--- config.mk ---
export PLATFORM = sky130hd
export DESIGN_NAME = gpio_irq_detector
export DESIGN_NICKNAME = d
export VERILOG_FILES = /design/src/rtl/gpio_irq_pkg.sv /design/src/rtl/gpio_irq_pin_detect.sv /design/src/rtl/gpio_irq_status_bit.sv /design/src/rtl/gpio_irq_detector.sv
export SDC_FILE = /design/constraint.sdc
export NUM_CORES = 1
export LEC_CHECK = 0
export BUFFER_PORTS_ARGS = -buffer_cell sky130_fd_sc_hd__buf_2
export CAP_MARGIN = 10
export CORE_MARGIN = 4
export CORE_UTILIZATION = 46
export CTS_BUF_LIST = sky130_fd_sc_hd__clkbuf_8
export CTS_CLUSTER_SIZE = 40
export DETAILED_ROUTE_END_ITERATION = 8
export PLACE_DENSITY = 0.77
export SYNTH_ARGS = -nofsm -noshare
export SYNTH_HDL_FRONTEND = slang
export SYNTH_HIERARCHICAL = 1
export SYNTH_SLANG_ARGS = --single-unit
--- constraint.sdc ---
create_clock -name clk -period 1.4 [get_ports clk]
set_input_delay 0.28 -clock clk [delete_from_list [all_inputs] [get_ports clk]]
set_output_delay 0.28 -clock clk [all_outputs]
set_load 0.02 [all_outputs]
--- src/rtl/gpio_irq_pkg.sv ---
package gpio_irq_pkg;

    // Decoded sensing mode of one pin
    typedef enum logic [2:0] {
        MODE_LVL_LOW  = 3'd0,
        MODE_LVL_HIGH = 3'd1,
        MODE_RISE     = 3'd2,
        MODE_FALL     = 3'd3,
        MODE_BOTH     = 3'd4
    } trig_mode_e;

    // Raw three-bit trigger field of one pin, gathered from three lanes
    typedef struct packed {
        logic both_sel;
        logic edge_sel;
        logic pol_sel;
    } trig_field_t;

    function automatic trig_mode_e decode_trig(input trig_field_t f);
        trig_mode_e m;
        if (!f.edge_sel)
            m = f.pol_sel ? MODE_LVL_HIGH : MODE_LVL_LOW;
        else if (f.both_sel)
            m = MODE_BOTH;
        else
            m = f.pol_sel ? MODE_RISE : MODE_FALL;
        return m;
    endfunction

    function automatic logic is_edge_mode(input trig_mode_e m);
        return (m == MODE_RISE) || (m == MODE_FALL) || (m == MODE_BOTH);
    endfunction

    // Qualifying event for one pin given the current and previous sample
    function automatic logic qualify(input trig_mode_e m, input logic cur,
                                     input logic prv, input logic hist_ok);
        logic ev;
        case (m)
            MODE_LVL_LOW:  ev = ~cur;
            MODE_LVL_HIGH: ev = cur;
            MODE_RISE:     ev = hist_ok & cur & ~prv;
            MODE_FALL:     ev = hist_ok & ~cur & prv;
            MODE_BOTH:     ev = hist_ok & (cur ^ prv);
            default:       ev = 1'b0;
        endcase
        return ev;
    endfunction

endpackage

--- src/rtl/gpio_irq_pin_detect.sv ---
module gpio_irq_pin_detect
    import gpio_irq_pkg::*;
(
    input  logic        clk,
    input  logic        rst,
    input  logic        pin_i,
    input  logic        hist_ok_i,
    input  trig_field_t field_i,
    output trig_mode_e  mode_o,
    output logic        event_o
);

    logic prev_q;

    // Previous sample, captured every cycle including during reset
    always_ff @(posedge clk) begin
        prev_q <= pin_i;
    end

    always_comb begin
        mode_o  = decode_trig(field_i);
        event_o = qualify(mode_o, pin_i, prev_q, hist_ok_i);
    end

    // first cycle after reset release never yields an edge event
    p_quiet_after_reset_r5: assert property (@(posedge clk) disable iff (rst)
        ($past(rst) && is_edge_mode(mode_o)) |-> !event_o)
        else $error("edge event in first cycle after reset");

    // a sampled 0 -> 1 transition in rising mode must qualify
    p_rise_seen_r3: assert property (@(posedge clk) disable iff (rst)
        (!$past(rst) && mode_o == MODE_RISE && pin_i && !$past(pin_i)) |-> event_o)
        else $error("rising edge missed");

    // any change in either-edge mode must qualify
    p_both_seen_r4: assert property (@(posedge clk) disable iff (rst)
        (!$past(rst) && mode_o == MODE_BOTH && (pin_i != $past(pin_i))) |-> event_o)
        else $error("edge missed in either-edge mode");

endmodule

--- src/rtl/gpio_irq_status_bit.sv ---
module gpio_irq_status_bit (
    input  logic clk,
    input  logic rst,
    input  logic event_i,
    input  logic clr_i,
    output logic status_o
);

    logic status_q;

    // Event has priority over the acknowledge strobe
    always_ff @(posedge clk) begin
        if (rst)
            status_q <= 1'b0;
        else
            status_q <= event_i | (status_q & ~clr_i);
    end

    assign status_o = status_q;

    // an event always leaves the bit set, even under a clear
    p_event_wins_r7: assert property (@(posedge clk) disable iff (rst)
        event_i |=> status_o)
        else $error("event lost");

    // a clear with no event empties the bit
    p_clear_takes_r6: assert property (@(posedge clk) disable iff (rst)
        (clr_i && !event_i) |=> !status_o)
        else $error("clear ignored");

    // no clear, bit holds
    p_sticky_r9: assert property (@(posedge clk) disable iff (rst)
        (status_o && !clr_i) |=> status_o)
        else $error("status dropped without clear");

endmodule

--- src/rtl/gpio_irq_detector.sv ---
module gpio_irq_detector
    import gpio_irq_pkg::*;
#(
    parameter int NUM_PINS = 8
) (
    input  logic                  clk,
    input  logic                  rst,
    input  logic [NUM_PINS-1:0]   pin_i,
    input  logic [3*NUM_PINS-1:0] trig_cfg_i,
    input  logic [NUM_PINS-1:0]   irq_en_i,
    input  logic [NUM_PINS-1:0]   clr_i,
    output logic [NUM_PINS-1:0]   status_o,
    output logic                  irq_o
);

    localparam int EDGE_LANE = NUM_PINS;
    localparam int BOTH_LANE = 2 * NUM_PINS;

    logic                hist_q;
    logic [NUM_PINS-1:0] evt;

    // Previous samples become valid one cycle after reset release
    always_ff @(posedge clk) begin
        if (rst)
            hist_q <= 1'b0;
        else
            hist_q <= 1'b1;
    end

    for (genvar g = 0; g < NUM_PINS; g++) begin : g_pin
        trig_field_t fld;
        trig_mode_e  mode;

        assign fld.pol_sel  = trig_cfg_i[g];
        assign fld.edge_sel = trig_cfg_i[EDGE_LANE + g];
        assign fld.both_sel = trig_cfg_i[BOTH_LANE + g];

        gpio_irq_pin_detect i_det (
            .clk       (clk),
            .rst       (rst),
            .pin_i     (pin_i[g]),
            .hist_ok_i (hist_q),
            .field_i   (fld),
            .mode_o    (mode),
            .event_o   (evt[g])
        );

        gpio_irq_status_bit i_stat (
            .clk      (clk),
            .rst      (rst),
            .event_i  (evt[g]),
            .clr_i    (clr_i[g]),
            .status_o (status_o[g])
        );

        // active high level sets the bit next cycle, clear or not
        p_level_high_r2: assert property (@(posedge clk) disable iff (rst)
            (mode == MODE_LVL_HIGH && pin_i[g]) |=> status_o[g])
            else $error("high level not latched");

        // active low level likewise
        p_level_low_r2: assert property (@(posedge clk) disable iff (rst)
            (mode == MODE_LVL_LOW && !pin_i[g]) |=> status_o[g])
            else $error("low level not latched");
    end

    assign irq_o = |(status_o & irq_en_i);

    // the line is never raised without some enable set
    p_irq_gate_r8: assert property (@(posedge clk) disable iff (rst)
        irq_o |-> (irq_en_i != '0))
        else $error("irq raised with all enables low");

    // status is empty in the cycle after reset
    p_reset_clear_r10: assert property (@(posedge clk)
        rst |=> (status_o == '0))
        else $error("status survived reset");

endmodule

==> results of run 1 <==
## cell type report
type / instances / area (um2) / area share [%]
Multi-Input combinational cell: 77 / 541.8 / 42.20
Sequential cell: 17 / 341.6 / 26.61
Timing Repair Buffer: 58 / 290.3 / 22.61
Clock buffer: 3 / 41.29 / 3.216
Inverter: 9 / 33.78 / 2.632
Tap cell: 25 / 31.28 / 2.437
Clock inverter: 1 / 3.754 / 0.2924
## stage by stage
step                      area, um2  utilization (%)  hold slack (ns)
after global placement         1232            68.40           0.4014
after CTS                      1277            70.90           0.1480
after floorplan               910.9                -           0.3077
final                          1284            71.25           0.1522
after global routing           1284            71.25           0.1398
after detailed placement       1232            68.40           0.4037
## where the power goes
part	internal, uW	leakage [uW]	total (uW)	switching [uW]
clock network	194	0.0000269	348	154
registers	519	0.000143	549	29.9
logic	150	0.000445	293	143
## sequential cells by signal, summed over array words and instances (netlist names)
name	count
g_pin.i_stat/status_o	8
hist_q	1
g_pin.i_det/prev_q	8
## routing by layer
metal | global-route usage, % | vias up | part of all wire, %
met5 | 0 | - | 0
li1 | - | 485 | -
met2 | 31.61 | 23 | 55
met1 | 19.16 | 416 | 39
met3 | 4.843 | 0 | 6.0
met4 | 2.979 | 0 | 0
## how the worst max path moves through the flow
stage,slack [ns],start,end,cells past startpoint
2_1_floorplan,0.31,g_pin[5].i_stat/status_o$_SDFF_PP0_,irq_o,2
3_3_place_gp,0.19,hist_q$_DFF_P_,g_pin[1].i_stat/status_o$_SDFF_PP0_,5
3_5_place_dp,0.09,hist_q$_DFF_P_,g_pin[6].i_stat/status_o$_SDFF_PP0_,5
4_1_cts,0.03,g_pin[7].i_stat/status_o$_SDFF_PP0_,irq_o,3
5_1_grt,0.004,g_pin[4].i_stat/status_o$_SDFF_PP0_,irq_o,3
6_report,0.07,g_pin[4].i_stat/status_o$_SDFF_PP0_,irq_o,3
## placed cells by master (no fill, tap or decap), drive strengths merged
| cell | instances |
|---|---|
| clkbuf | 3 |
| a21oi | 32 |
| dfxtp | 17 |
| mux2 | 8 |
| nand2 | 8 |
| buf | 58 |
| a22oi | 4 |
| nand4 | 1 |
| nand2b | 16 |
| inv | 10 |
| a21boi | 8 |
## worst max-delay path, cell delays in order (launching register included)
cell and delay, ns:
dfxtp_1 0.33, a22oi_1 0.21, nand4_1 0.10, buf_2 0.17
## timing repair
action / in CTS / in global routing
endpoints found under the hold margin: 0 / 0
hold buffers: 0 / 0
endpoints found under the setup margin: 0 / 6
resized for setup: 0 / 2
==> metrics.yaml, run 1 <==
power:
  p_leak_uw: 0.0006141
  power.density_mw_per_mm2: 927.3
  irDropWorstVdd_uv: 610.1
  power_uw: 1190
critical_path:
  worstReg2RegStart: "hist_q$_DFF_P_"
  reg2reg_to: "g_pin[0].i_stat/status_o$_SDFF_PP0_"
  critPathKind: "reg -> out"
  crit_path_end_kind: "primary output"
  arrival_ns: 1.05
  required_ns: 1.12
  rrSetupSlack_ns: 0.25
  reg2reg_depth: 5
  cp_max_fo: 3
  cp-start-kind: "flop"
run:
  timing.max_cap.violations: 0
die:
  chipHeight_um: 52.50
  rows: 15
  die_x_um: 52.50
  io_pins: 59
  coreArea_mm2: 0.001802
  die_area_mm2: 0.002756
  initial_core_util_pct: 50.56
sta:
  slew_headroom_pct: 80.16
  period_share_pct: 95.17
  setup_ws_ns: 0.06766
  post-route-min-period_ns: 1.332
  clock.fmax_mhz: 750.6
  drv_slew: 0
  tns_ns: 0
  hold_viol: 0
  worst_clock_skew_ns: 0.002708
  finalSetupViolations: 0
  rsz0062_at_grt: "false"
  tightestPinTransition_ns: 0.2976
global_routing:
  first_global_vias: 866
  grt_antenna_before_repair: 0
  grt_first_pass_wirelength_mm: 3.532
  grt_start_max_net_pins: 17
  grt_usage_pct: 17.02
  overflow: 0
min_path:
  hold_path.class: "in -> reg"
  holdPathStages: 1
  hold_start: "pin_i[1]"
  whs_endpoint: "g_pin[1].i_det/prev_q$_DFF_P_"
placement:
  place_congestion: 0.7459
  dpl.hpwl_mm: 1.947
  dp_cells: 186
  numPortBuffers: 58
  dp_slack_ns: 0.09407
drt:
  drcViolationCount: 0
  wl_per_cell_um: 12.24
  via_count: 924
  drt-vias-per-instance: 4.863
  drt-pass1-iter-count: 4
  wirelength_mm: 2.326
  ant_nets: 0
  drt_iter0_markers: 17
clock_network:
  cts.clk_slew.worst_paths_ns: 0.06
  cts_tree: "yes"
  numCtsBuffers: 3
  post_cts_buffers: 0
  h-tree-depth: 1
  cts.sinks: 17
  cts_buffer_depth: 2
  worstSkewPairLatency_ns: 0.24
  root_buffer: "clkbuf_8"
cells_and_area:
  drive_gt1_share_pct: 52.73
  antenna_cells: 0
  finalNonFillerCells: 190
  nFillCells: 169
  area_growth_pct: 40.93
  final_nets: 216
synthesis:
  syn_nets: 153
  synth_area_um2: 910.9
  avgSynthCellArea_um2: 8.843
  synth_cells: 103
  ys_warn_count: 6
outcome:
  status: "finished clean"
No activity file was read; power rests on OpenSTA's default activity.
==> run 2: changes to the inputs <==
Clock period 1.4 ns to 1.45 ns, I/O delays scaled along.
==> run 2 against run 1 <==
Via count up 3.5%. Wire length up 0.60%. Worst hold slack gained 0.0083 ns. Non-clock buffer count unchanged. Clock skew fell by 0.0017 ns. Utilization is 0.35 points lower. Register-to-register slack lost 0.14 ns. Clock power fell by 3%. Largest cell class unchanged.
==> metrics.yaml, run 2 (synthesized netlist as in run 1, its figures left out) <==
critical_path:
  max_stage_delay_ns: 0.33  # about the same
  crit_buf_inv: 1  # unchanged
  crit_start: "g_pin[4].i_stat/status_o$_SDFF_PP0_"
  cp_max_fo: 3  # unchanged
  arrival_ns: 1.09  # +0.04 ns
  critPathKind: "reg -> out"
  cp_top_family: "flip-flops"
  cp-start-kind: "flop"
  required_ns: 1.16  # +0.04 ns
  path_cells: "a22oi_1, nand4_1, buf_2"
  crit_path_end_kind: "primary output"
  worstReg2RegStart: "hist_q$_DFF_P_"
  cpMaxStageDelayCell: "dfxtp_1"
run:
  timing.max_cap.violations: 0  # unchanged
power:
  intPower_uw: 832.0  # -3.6%
  power_switching_uw: 318.9  # -2.6%
  pwr-share-seq_pct: 46.0  # about the same
  pwr-share-clk_pct: 29.5  # +0.2 points
  p_sw_share_pct: 27.71  # +0.21 points
  power_frac_comb_pct: 24.5  # about the same
  power.density_mw_per_mm2: 900.9  # -2.8%
  irDropWorstVdd_uv: 693.6  # +14%
  p_leak_uw: 0.0006137  # about the same
clock_network:
  postCtsHoldBufs: 0  # unchanged
  worstSkewPairLatency_ns: 0.24  # about the same
  ctsResizeCount: 0  # unchanged
  cts.sinks: 17  # unchanged
  numCtsBuffers: 3  # unchanged
  post_cts_buffers: 0  # unchanged
  root_buffer: "clkbuf_8"
  cts_tree: "yes"
  h-tree-depth: 1  # unchanged
  cts_buffer_depth: 2  # unchanged
  cts.clk_slew.worst_paths_ns: 0.06  # about the same
die:
  initial_core_util_pct: 50.56  # unchanged
  rows: 15  # unchanged
  chipHeight_um: 52.50  # unchanged
  io_pins: 59  # unchanged
  die_area_mm2: 0.002756  # unchanged
  coreArea_mm2: 0.001802  # unchanged
  die_x_um: 52.50  # unchanged
sta:
  tightestPinTransition_ns: 0.5466  # +0.2490 ns
  clock.fmax_mhz: 725.4
  drv_slew: 0  # unchanged
  post-route-min-period_ns: 1.379
  worst_clock_skew_ns: 0.0009580  # -0.001750 ns
  hold_viol: 0  # unchanged
  rsz0062_at_grt: "false"
  finalSetupViolations: 0  # unchanged
  period_share_pct: 95.08
  tns_ns: 0  # unchanged
  slew_headroom_pct: 63.51  # -17 points
global_routing:
  first_global_vias: 900  # +3.9%
  grt_util_met3_pct: 3.704  # -1.1 points
  grt_usage_pct: 17.74  # +0.72 points
  grt_first_pass_wirelength_mm: 3.691  # +4.5%
  grt-busiest-layer: "met2"
  grt_start_max_net_pins: 17  # unchanged
  grt_use_met2_pct: 34.50  # +2.9 points
  grt_antenna_before_repair: 0  # unchanged
  overflow: 0  # unchanged
  use_met1_pct: 18.67  # -0.49 points
drt:
  drcViolationCount: 0  # unchanged
  wl_per_cell_um: 12.32  # +0.60%
  wirelength_mm: 2.340  # +0.60%
  ant_nets: 0  # unchanged
  drt-pass1-iter-count: 5  # +1
  drt-vias-per-instance: 5.032  # +3.5%
  via_count: 956  # +3.5%
  drt_iter0_markers: 19  # +2
placement:
  dpl.hpwl_mm: 1.949  # +0.10%
  placed_cell_area_mm2: 0.001232  # unchanged
  numPortBuffers: 58  # unchanged
  place_congestion: 0.7169  # -3.9%
cells_and_area:
  utilization_pct: 70.90  # -0.35 points
  drive_gt1_share_pct: 51.52  # -1.2 points
  antenna_cells: 0  # unchanged
  final_nets: 216  # unchanged
  fin_area_mm2: 0.001277  # -0.49%
  area_growth_pct: 40.25
  final_cell_mix: "buf_2, a21oi_1, dfxtp_1"
  layout_commonest_cell: "buf_2"
outcome:
  status: "finished clean"
min_path:
  hold_path.class: "in -> reg"
  hold_start: "pin_i[3]"
## run 2: cell types whose count changed in the layout (fill, tap and decap cells not counted)
| cell | previous run | this run |
|---|---|---|
| a22oi_2 | 1 | 0 |
| a22oi_1 | 3 | 4 |
| dfxtp_1 | 16 | 17 |
| dfxtp_2 | 1 | 0 |
## run 2: routing by layer
layer	vias up	share of wire (%)
li1	487	-
met1	441	35
met2	28	59
met3	0	5.9
met4	0	0
met5	-	0
## run 2: power groups by stage
stage | Sequential (uW) | Combinational, uW | Clock [uW]
after floorplan | 557 | 128 | 0
after global placement | 536 | 272 | 0
after detailed placement | 538 | 283 | 0
after CTS | 529 | 284 | 349
after global routing | 534 | 310 | 371
final | 529 | 282 | 339
## run 2: final timing paths
path | to | slack [ns] | cells after the start
worst max-delay path | irq_o | 0.07 | 3
worst max register to register | g_pin[2].i_stat/status_o$_SDFF_PP0_ | 0.11 | 5
worst min register to register | g_pin[3].i_stat/status_o$_SDFF_PP0_ | 0.51 | 2
worst min-delay path | g_pin[3].i_det/prev_q$_DFF_P_ | 0.16 | 1
## run 2: layout make-up
class / instances / area, um2
clock buffers: 3 / 41.29
repair buffers: 58 / 290.3
flip-flops and latches: 17 / 340.3
well taps: 25 / 31.28
fillers: 162 / 524.3
clock inverters: 1 / 3.754
inverters: 9 / 33.78
multi-input cells: 77 / 536.8
## run 2: stage by stage
step	power [uW]	cells	hold slack [ns]	worst slack [ns]
final	1151	190	0.1605	0.07136
after global routing	1214	190	0.1500	0.0005775
after floorplan	685.0	103	0.3177	0.3516
after CTS	1162	190	0.1560	0.05321
after global placement	808.6	186	0.4122	0.2388
after detailed placement	821.1	186	0.4143	0.1359
